### config.mk
export PLATFORM = sky130hd
export DESIGN_NAME = lcd_raster_gen
export DESIGN_NICKNAME = d
export VERILOG_FILES = /design/src/rtl/lcd_raster_pkg.sv /design/src/rtl/lcd_axis.sv /design/src/rtl/lcd_bias.sv /design/src/rtl/lcd_raster_gen.sv
export SDC_FILE = /design/constraint.sdc
export NUM_CORES = 1
export LEC_CHECK = 0
export CAP_MARGIN = 20
export CORE_ASPECT_RATIO = 1.1
export CORE_MARGIN = 2
export CORE_UTILIZATION = 29
export CTS_BUF_LIST = sky130_fd_sc_hd__clkbuf_16
export CTS_CLUSTER_SIZE = 14
export DETAILED_ROUTE_END_ITERATION = 10
export HOLD_SLACK_MARGIN = 0.02
export PLACE_DENSITY = 0.55
export SLEW_MARGIN = 5
export SYNTH_ARGS = -nofsm -noshare
export SYNTH_HDL_FRONTEND = slang
export SYNTH_SLANG_ARGS = --single-unit
### constraint.sdc
create_clock -name clk -period 9.45 [get_ports clk]
set_clock_uncertainty 0.1 [all_clocks]
set_input_delay 1.89 -clock clk [delete_from_list [all_inputs] [get_ports clk]]
set_output_delay 1.89 -clock clk [all_outputs]
set_load 0.01 [all_outputs]
### src/rtl/lcd_raster_pkg.sv
package lcd_raster_pkg;

    typedef enum logic [1:0] {
        SEG_SYNC   = 2'd0,
        SEG_BACK   = 2'd1,
        SEG_ACTIVE = 2'd2,
        SEG_FRONT  = 2'd3
    } seg_e;

    localparam logic [3:0] PANEL_ACTIVE_MATRIX = 4'd5;

    localparam int CFG_HS_LOW    = 0;
    localparam int CFG_VS_LOW    = 1;
    localparam int CFG_DE_LOW    = 2;
    localparam int CFG_PCLK_FALL = 3;

endpackage

### src/rtl/lcd_axis.sv
module lcd_axis
    import lcd_raster_pkg::*;
#(
    parameter int W = 16
) (
    input  logic         clk,
    input  logic         rst_n,
    input  logic         step,
    input  logic [W-1:0] len_sync,
    input  logic [W-1:0] len_back,
    input  logic [W-1:0] len_act,
    input  logic [W-1:0] len_front,
    output seg_e         seg,
    output logic [W-1:0] pos,
    output logic         wrap
);

    seg_e         seg_q, seg_d;
    logic [W-1:0] cnt_q, cnt_d;
    logic [W-1:0] seg_len, last_idx;
    logic         at_end;

    always_comb begin
        seg_len = '0;
        unique case (seg_q)
            SEG_SYNC:   seg_len = len_sync;
            SEG_BACK:   seg_len = len_back;
            SEG_ACTIVE: seg_len = len_act;
            SEG_FRONT:  seg_len = len_front;
        endcase
        last_idx = (seg_len == '0) ? '0 : seg_len - W'(1);
        at_end   = (cnt_q == last_idx);

        seg_d = seg_q;
        cnt_d = cnt_q;
        if (step) begin
            if (at_end) begin
                cnt_d = '0;
                unique case (seg_q)
                    SEG_SYNC:   seg_d = SEG_BACK;
                    SEG_BACK:   seg_d = SEG_ACTIVE;
                    SEG_ACTIVE: seg_d = SEG_FRONT;
                    SEG_FRONT:  seg_d = SEG_SYNC;
                endcase
            end else begin
                cnt_d = cnt_q + W'(1);
            end
        end
    end

    always_ff @(posedge clk) begin
        if (!rst_n) begin
            seg_q <= SEG_SYNC;
            cnt_q <= '0;
        end else begin
            seg_q <= seg_d;
            cnt_q <= cnt_d;
        end
    end

    assign seg  = seg_q;
    assign pos  = cnt_q;
    assign wrap = (seg_q == SEG_FRONT) && at_end;

endmodule

### src/rtl/lcd_bias.sv
module lcd_bias #(
    parameter int RW = 8
) (
    input  logic          clk,
    input  logic          rst_n,
    input  logic          tick,
    input  logic          hold,
    input  logic [RW-1:0] rate,
    output logic          bias_q
);

    logic [RW-1:0] cnt_q;

    always_ff @(posedge clk) begin
        if (!rst_n) begin
            cnt_q  <= '0;
            bias_q <= 1'b0;
        end else if (tick) begin
            if (hold) begin
                cnt_q  <= '0;
                bias_q <= 1'b0;
            end else if (cnt_q == rate) begin
                cnt_q  <= '0;
                bias_q <= ~bias_q;
            end else begin
                cnt_q <= cnt_q + RW'(1);
            end
        end
    end

endmodule

### src/rtl/lcd_raster_gen.sv
module lcd_raster_gen
    import lcd_raster_pkg::*;
#(
    parameter int CLK_DIV = 2,
    parameter int W       = 16,
    parameter int MW      = 8,
    parameter int RW      = 8
) (
    input  logic          clk,
    input  logic          rst_n,
    input  logic [W-1:0]  h_active,
    input  logic [W-1:0]  v_active,
    input  logic [MW-1:0] h_sync_len,
    input  logic [MW-1:0] h_back_len,
    input  logic [MW-1:0] h_front_len,
    input  logic [MW-1:0] v_sync_len,
    input  logic [MW-1:0] v_back_len,
    input  logic [MW-1:0] v_front_len,
    input  logic [RW-1:0] bias_rate,
    input  logic [3:0]    panel_type,
    input  logic [3:0]    cfg_word,
    output logic          pix_ce,
    output logic          pclk_out,
    output logic          hsync,
    output logic          vsync,
    output logic          de_out,
    output logic          ac_bias,
    output logic          pix_valid,
    output logic [W-1:0]  pix_x,
    output logic [W-1:0]  pix_y
);

    localparam int            DW       = (CLK_DIV > 1) ? $clog2(CLK_DIV) : 1;
    localparam logic [DW-1:0] DIV_LAST = DW'(CLK_DIV - 1);
    localparam logic [DW-1:0] DIV_HALF = DW'(CLK_DIV / 2);

    logic          fresh;
    logic [DW-1:0] div_q;
    logic          shadow_load, line_tick, frame_end;

    logic [W-1:0]  sh_hact, sh_vact;
    logic [MW-1:0] sh_hs, sh_hb, sh_hf, sh_vs, sh_vb, sh_vf;
    logic [RW-1:0] sh_rate;
    logic [3:0]    sh_type, sh_cfg;

    seg_e          h_seg, v_seg;
    logic [W-1:0]  h_pos, v_pos;
    logic          h_wrap, v_wrap;
    logic          bias_q, bias_hold, in_active;

    // pixel-rate divider; idle during the capture cycle after reset
    always_ff @(posedge clk) begin
        if (!rst_n) begin
            fresh <= 1'b1;
            div_q <= '0;
        end else begin
            fresh <= 1'b0;
            if (!fresh)
                div_q <= (div_q == DIV_LAST) ? '0 : div_q + DW'(1);
        end
    end

    assign pix_ce      = !fresh && (div_q == DIV_LAST);
    assign line_tick   = pix_ce && h_wrap;
    assign frame_end   = line_tick && v_wrap;
    assign shadow_load = fresh || frame_end;

    // frame-boundary capture of all programmable inputs
    always_ff @(posedge clk) begin
        if (!rst_n) begin
            sh_hact <= '0; sh_vact <= '0;
            sh_hs   <= '0; sh_hb   <= '0; sh_hf <= '0;
            sh_vs   <= '0; sh_vb   <= '0; sh_vf <= '0;
            sh_rate <= '0; sh_type <= '0; sh_cfg <= '0;
        end else if (shadow_load) begin
            sh_hact <= h_active;   sh_vact <= v_active;
            sh_hs   <= h_sync_len; sh_hb   <= h_back_len; sh_hf <= h_front_len;
            sh_vs   <= v_sync_len; sh_vb   <= v_back_len; sh_vf <= v_front_len;
            sh_rate <= bias_rate;  sh_type <= panel_type; sh_cfg <= cfg_word;
        end
    end

    lcd_axis #(.W(W)) i_h_axis (
        .clk       (clk),
        .rst_n     (rst_n),
        .step      (pix_ce),
        .len_sync  (W'(sh_hs)),
        .len_back  (W'(sh_hb)),
        .len_act   (sh_hact),
        .len_front (W'(sh_hf)),
        .seg       (h_seg),
        .pos       (h_pos),
        .wrap      (h_wrap)
    );

    lcd_axis #(.W(W)) i_v_axis (
        .clk       (clk),
        .rst_n     (rst_n),
        .step      (line_tick),
        .len_sync  (W'(sh_vs)),
        .len_back  (W'(sh_vb)),
        .len_act   (sh_vact),
        .len_front (W'(sh_vf)),
        .seg       (v_seg),
        .pos       (v_pos),
        .wrap      (v_wrap)
    );

    assign bias_hold = (sh_type == PANEL_ACTIVE_MATRIX);

    lcd_bias #(.RW(RW)) i_bias (
        .clk    (clk),
        .rst_n  (rst_n),
        .tick   (line_tick),
        .hold   (bias_hold),
        .rate   (sh_rate),
        .bias_q (bias_q)
    );

    // output decode
    always_comb begin
        in_active = (h_seg == SEG_ACTIVE) && (v_seg == SEG_ACTIVE);
        pix_valid = in_active;
        de_out    = in_active ^ sh_cfg[CFG_DE_LOW];
        hsync     = (h_seg == SEG_SYNC) ^ sh_cfg[CFG_HS_LOW];
        vsync     = (v_seg == SEG_SYNC) ^ sh_cfg[CFG_VS_LOW];
        pix_x     = (h_seg == SEG_ACTIVE) ? h_pos : '0;
        pix_y     = (v_seg == SEG_ACTIVE) ? v_pos : '0;
        pclk_out  = (div_q >= DIV_HALF) ^ sh_cfg[CFG_PCLK_FALL];
        ac_bias   = bias_q && !bias_hold;
    end

endmodule

==> flow_metrics.py <==
metrics = {
    "timing": {
        "period_share": 0.700,
        "rsz0062_at_grt": "no",
        "finalMaxSlewViolations": 0,
        "setup_viol": 0,
        "setup_slack_ps": 2840,
        "fmax_mhz": 151,
        "hold_violations": 0,
        "worstMarginPinSlew_ps": 1030,
        "setup_tns_ps": 0,
        "final.min_clock_period_ps": 6610,
        "max_slew_margin": 0.307,
        "finalHoldWorstSlack_ps": 350,
    },
    "synthesis": {
        "synth_top_family_by_area": "simple AND/OR/NAND/NOR gates",
        "synth_ff_type": "dfxtp_1",
        "synth_xor_area_frac": 0.0499,
        "syn_avg_cell_area_um2": 7.86,
        "synthAdderAreaFrac": 0.0183,
        "async_flop_share": 0,
        "synth_cell_types": 79,
        "syn_nets": 1239,
        "ys_warn_count": 0,
        "synth_mux_area_frac": 0.125,
        "synthSimpleGateAreaFrac": 0.280,
        "synth_cells": 1128,
        "syn_area_um2": 8870,
        "ys_ff_latch": 143,
        "synth_compound_area_frac": 0.147,
        "seq_area_frac_synth": 0.323,
        "synth_edf_count": 0,
    },
    "min_path": {
        "hold_class": "register to register",
        "holdPathEnd": "sh_type[2]",
        "min_from": "sh_type[2]",
        "worst_hold_path.num_cells": 2,
    },
    "cells_and_area": {
        "areaGrowthSynthToFinish_pct": 23.8,
        "fin_util": 0.363,
        "antenna_cells": 0,
        "drive_above_1_share": 0.0483,
        "fin_nets": 1322,
    },
    "clocking": {
        "cts_made_buffers": 17,
        "cts_tree": "done",
        "clockBufferDepth": 2,
        "cts_setup_buffers": 0,
        "clk_latency_ps": 420,
        "postCtsHoldBufs": 0,
        "cts-htree-levels": 4,
        "root_buffer": "clkbuf_16",
        "clkSinkCount": 143,
        "clk_pin_slew_ps": 60,
        "cts_resized": 0,
    },
    "run_status": {
        "status": "finished clean",
    },
    "placed_design": {
        "gp_congestion": 0.922,
        "dpl.hpwl_um": 19600,
        "io_buffers": 136,
        "place_ws_ps": 2780,
    },
    "power_and_ir_drop": {
        "p_int_mw": 1.10,
        "clockPowerShare": 0.407,
        "switching_power_uw": 429,
        "max-vdd-ir-drop_mv": 0.106,
        "p_comb_frac": 0.167,
        "power_frac_seq": 0.426,
        "p_leak_nw": 4.20,
        "swShare": 0.280,
        "power_density_nw_per_um2": 140,
    },
    "setup_path": {
        "critPathArrivalTime_ps": 6850,
        "slowest_stage": "a41oi_4",
        "crit_chain": "inv_1 > ha_1 > buf_4 > a222oi_1 > mux2i_1 > inv_1 > ha_1 > nor2b_1 > a31o_2 > nand3_1 > nor3_1 > or3b_2 > a31oi_1 > and4bb_2 > and3_1 > a41oi_4 > buf_4 > buf_4 > mux2i_1",
        "worstPathMaxFanout": 42,
        "worst-setup-path-type": "register to register",
        "worstRegToRegCells": 19,
        "critPathLaunch": "i_h_axis.seg[0]",
        "regToRegEndpoint": "sh_hs[7]",
        "path_common_cell": "buf_4",
        "regToRegSetupSlack_ps": 2840,
        "crit_family": "buffers and inverters",
        "cp.required_ps": 9690,
        "rr_startpoint": "i_h_axis.seg[0]",
        "cp-end-kind": "register",
        "path_buf_inv": 5,
        "start_kind": "register",
        "slowest_delay_ps": 800,
    },
    "detailed_routing": {
        "wl_um": 26800,
        "num_vias": 8151,
        "antenna_left": 0,
        "viasPerCell": 4.98,
        "wire_per_inst_um": 16.4,
        "drt-pass1-iter-count": 5,
        "drt-initial-drc-count": 540,
        "remaining_drc_errors": 0,
    },
    "floorplan": {
        "core_area_um2": 30300,
        "die_area_um2": 32000,
        "row_count": 67,
        "start_util": 0.293,
        "io_pins": 137,
        "die-width_um": 171,
        "die_h_um": 187,
    },
    "grt": {
        "first_global_vias": 8031,
        "antenna_found_initial": 0,
        "grt_usage": 0.168,
        "grt_max_degree": 109,
        "overflow": 0,
        "grt_pass1_wl_um": 42600,
    },
    "run": {
        "maxCapViolCount": 0,
    },
}
[layout make-up]
| type | instances | area [um^2] |
|---|---|---|
| well taps | 414 | 518 |
| fillers | 3186 | 19300 |
| flip-flops and latches | 143 | 2860 |
| clock buffers | 17 | 425 |
| multi-input cells | 869 | 5520 |
| clock inverters | 13 | 103 |
| inverters | 37 | 139 |
| repair buffers | 143 | 1410 |
[worst max path at each step]
stage	slack, ps	to	cells after the start
2_1_floorplan	5220	sh_hb[0]	20
3_5_place_dp	2780	sh_hs[7]	19
6_report	2840	sh_hs[7]	19
5_1_grt	2210	sh_hact[15]	19
3_3_place_gp	2970	sh_hact[14]	19
4_1_cts	2750	sh_hact[11]	19
[through the flow]
stage / area, um^2 / power [mW] / instances
finish: 11000 / 1.53 / 1636
global route: 11000 / 1.60 / 1636
CTS: 11000 / 1.55 / 1635
detailed placement: 10400 / 0.921 / 1605
global placement: 10400 / 0.920 / 1605
floorplan: 8870 / 0.832 / 1128
[Yosys cell counts (22+ instances only)]
| cell type | count | area share |
|---|---|---|
| a21oi_1 | 62 | 0.035 |
| nand3_1 | 28 | 0.016 |
| xnor2_1 | 26 | 0.026 |
| o21ai_0 | 34 | 0.019 |
| xor2_1 | 22 | 0.022 |
| clkbuf_1 | 54 | 0.023 |
| a22oi_1 | 22 | 0.019 |
| nand2_1 | 241 | 0.10 |
| inv_1 | 37 | 0.016 |
| dfxtp_1 | 143 | 0.32 |
| and2_1 | 36 | 0.025 |
| nor2_1 | 53 | 0.022 |
| mux2i_1 | 105 | 0.12 |
[placed cells by master, fill, tap and decap left out, drive strengths merged, types with 4 or more instances in the layout]
| cell | n |
|---|---|
| nor4 | 11 |
| o2111ai | 4 |
| or4 | 10 |
| o21ai | 36 |
| xor2 | 22 |
| xnor2 | 26 |
| and4 | 4 |
| clkinv | 7 |
| a21oi | 62 |
| buf | 8 |
| a31oi | 14 |
| a22oi | 22 |
| ha | 13 |
| nor3 | 20 |
| nand3b | 4 |
| and2 | 39 |
| nand4 | 17 |
| inv | 40 |
| o211ai | 5 |
| nor2 | 53 |
| a22o | 6 |
| dfxtp | 143 |
| clkbuf | 17 |
| nand2 | 241 |
| o31ai | 4 |
| a222oi | 4 |
| and3 | 17 |
| nand2b | 5 |
| nand3 | 28 |
| clkdlybuf4s50 | 135 |
| nor2b | 13 |
| or3 | 18 |
| mux2 | 5 |
| mux2i | 105 |
| a211oi | 4 |
[per-layer routing]
layer / vias up / track usage / part of all wire
li1: 4126 / - / -
met4: 0 / 0.0460 / 0.017
met5: - / 0 / 0
met2: 219 / 0.294 / 0.49
met1: 3780 / 0.207 / 0.44
met3: 26 / 0.0334 / 0.047
[worst register-to-register path, stage by stage (launching register included)]
cell	delay, ps
dfxtp_1	330
inv_1	90
ha_1	480
buf_4	290
a222oi_1	130
mux2i_1	430
inv_1	100
ha_1	250
nor2b_1	150
a31o_2	330
nand3_1	190
nor3_1	90
or3b_2	460
a31oi_1	190
and4bb_2	290
and3_1	200
a41oi_4	800
buf_4	650
buf_4	690
mux2i_1	310
[power by group through the flow]
stage                     sequential, mW  combinational (mW)  clock (mW)
final                              0.653               0.256       0.624
after global routing               0.656               0.283       0.665
after CTS                          0.653               0.257       0.640
after detailed placement           0.666               0.255           0
after global placement             0.666               0.255           0
after floorplan                    0.657               0.175           0
[flip-flops by register name, indices dropped and copies added (netlist names), 4 cells and up]
register and cells:
sh_hb 8, sh_hact 16, sh_type 4, i_bias.cnt_q 8, sh_rate 8, sh_vact 16
sh_vb 8, sh_cfg 4, sh_vf 8, sh_hs 8, sh_vs 8, i_h_axis.pos 16
i_v_axis.pos 16, sh_hf 8
[cells by family after synthesis]
family,count (synthesis)
buffers and inverters,116
XOR/XNOR,49
flip-flops,143
AND/OR/NAND/NOR,499
multiplexers,110
AO/OA/AOI/OAI,198
adder cells (fa/ha/maj),13
Note: power is estimated with default switching activity, not from simulation.
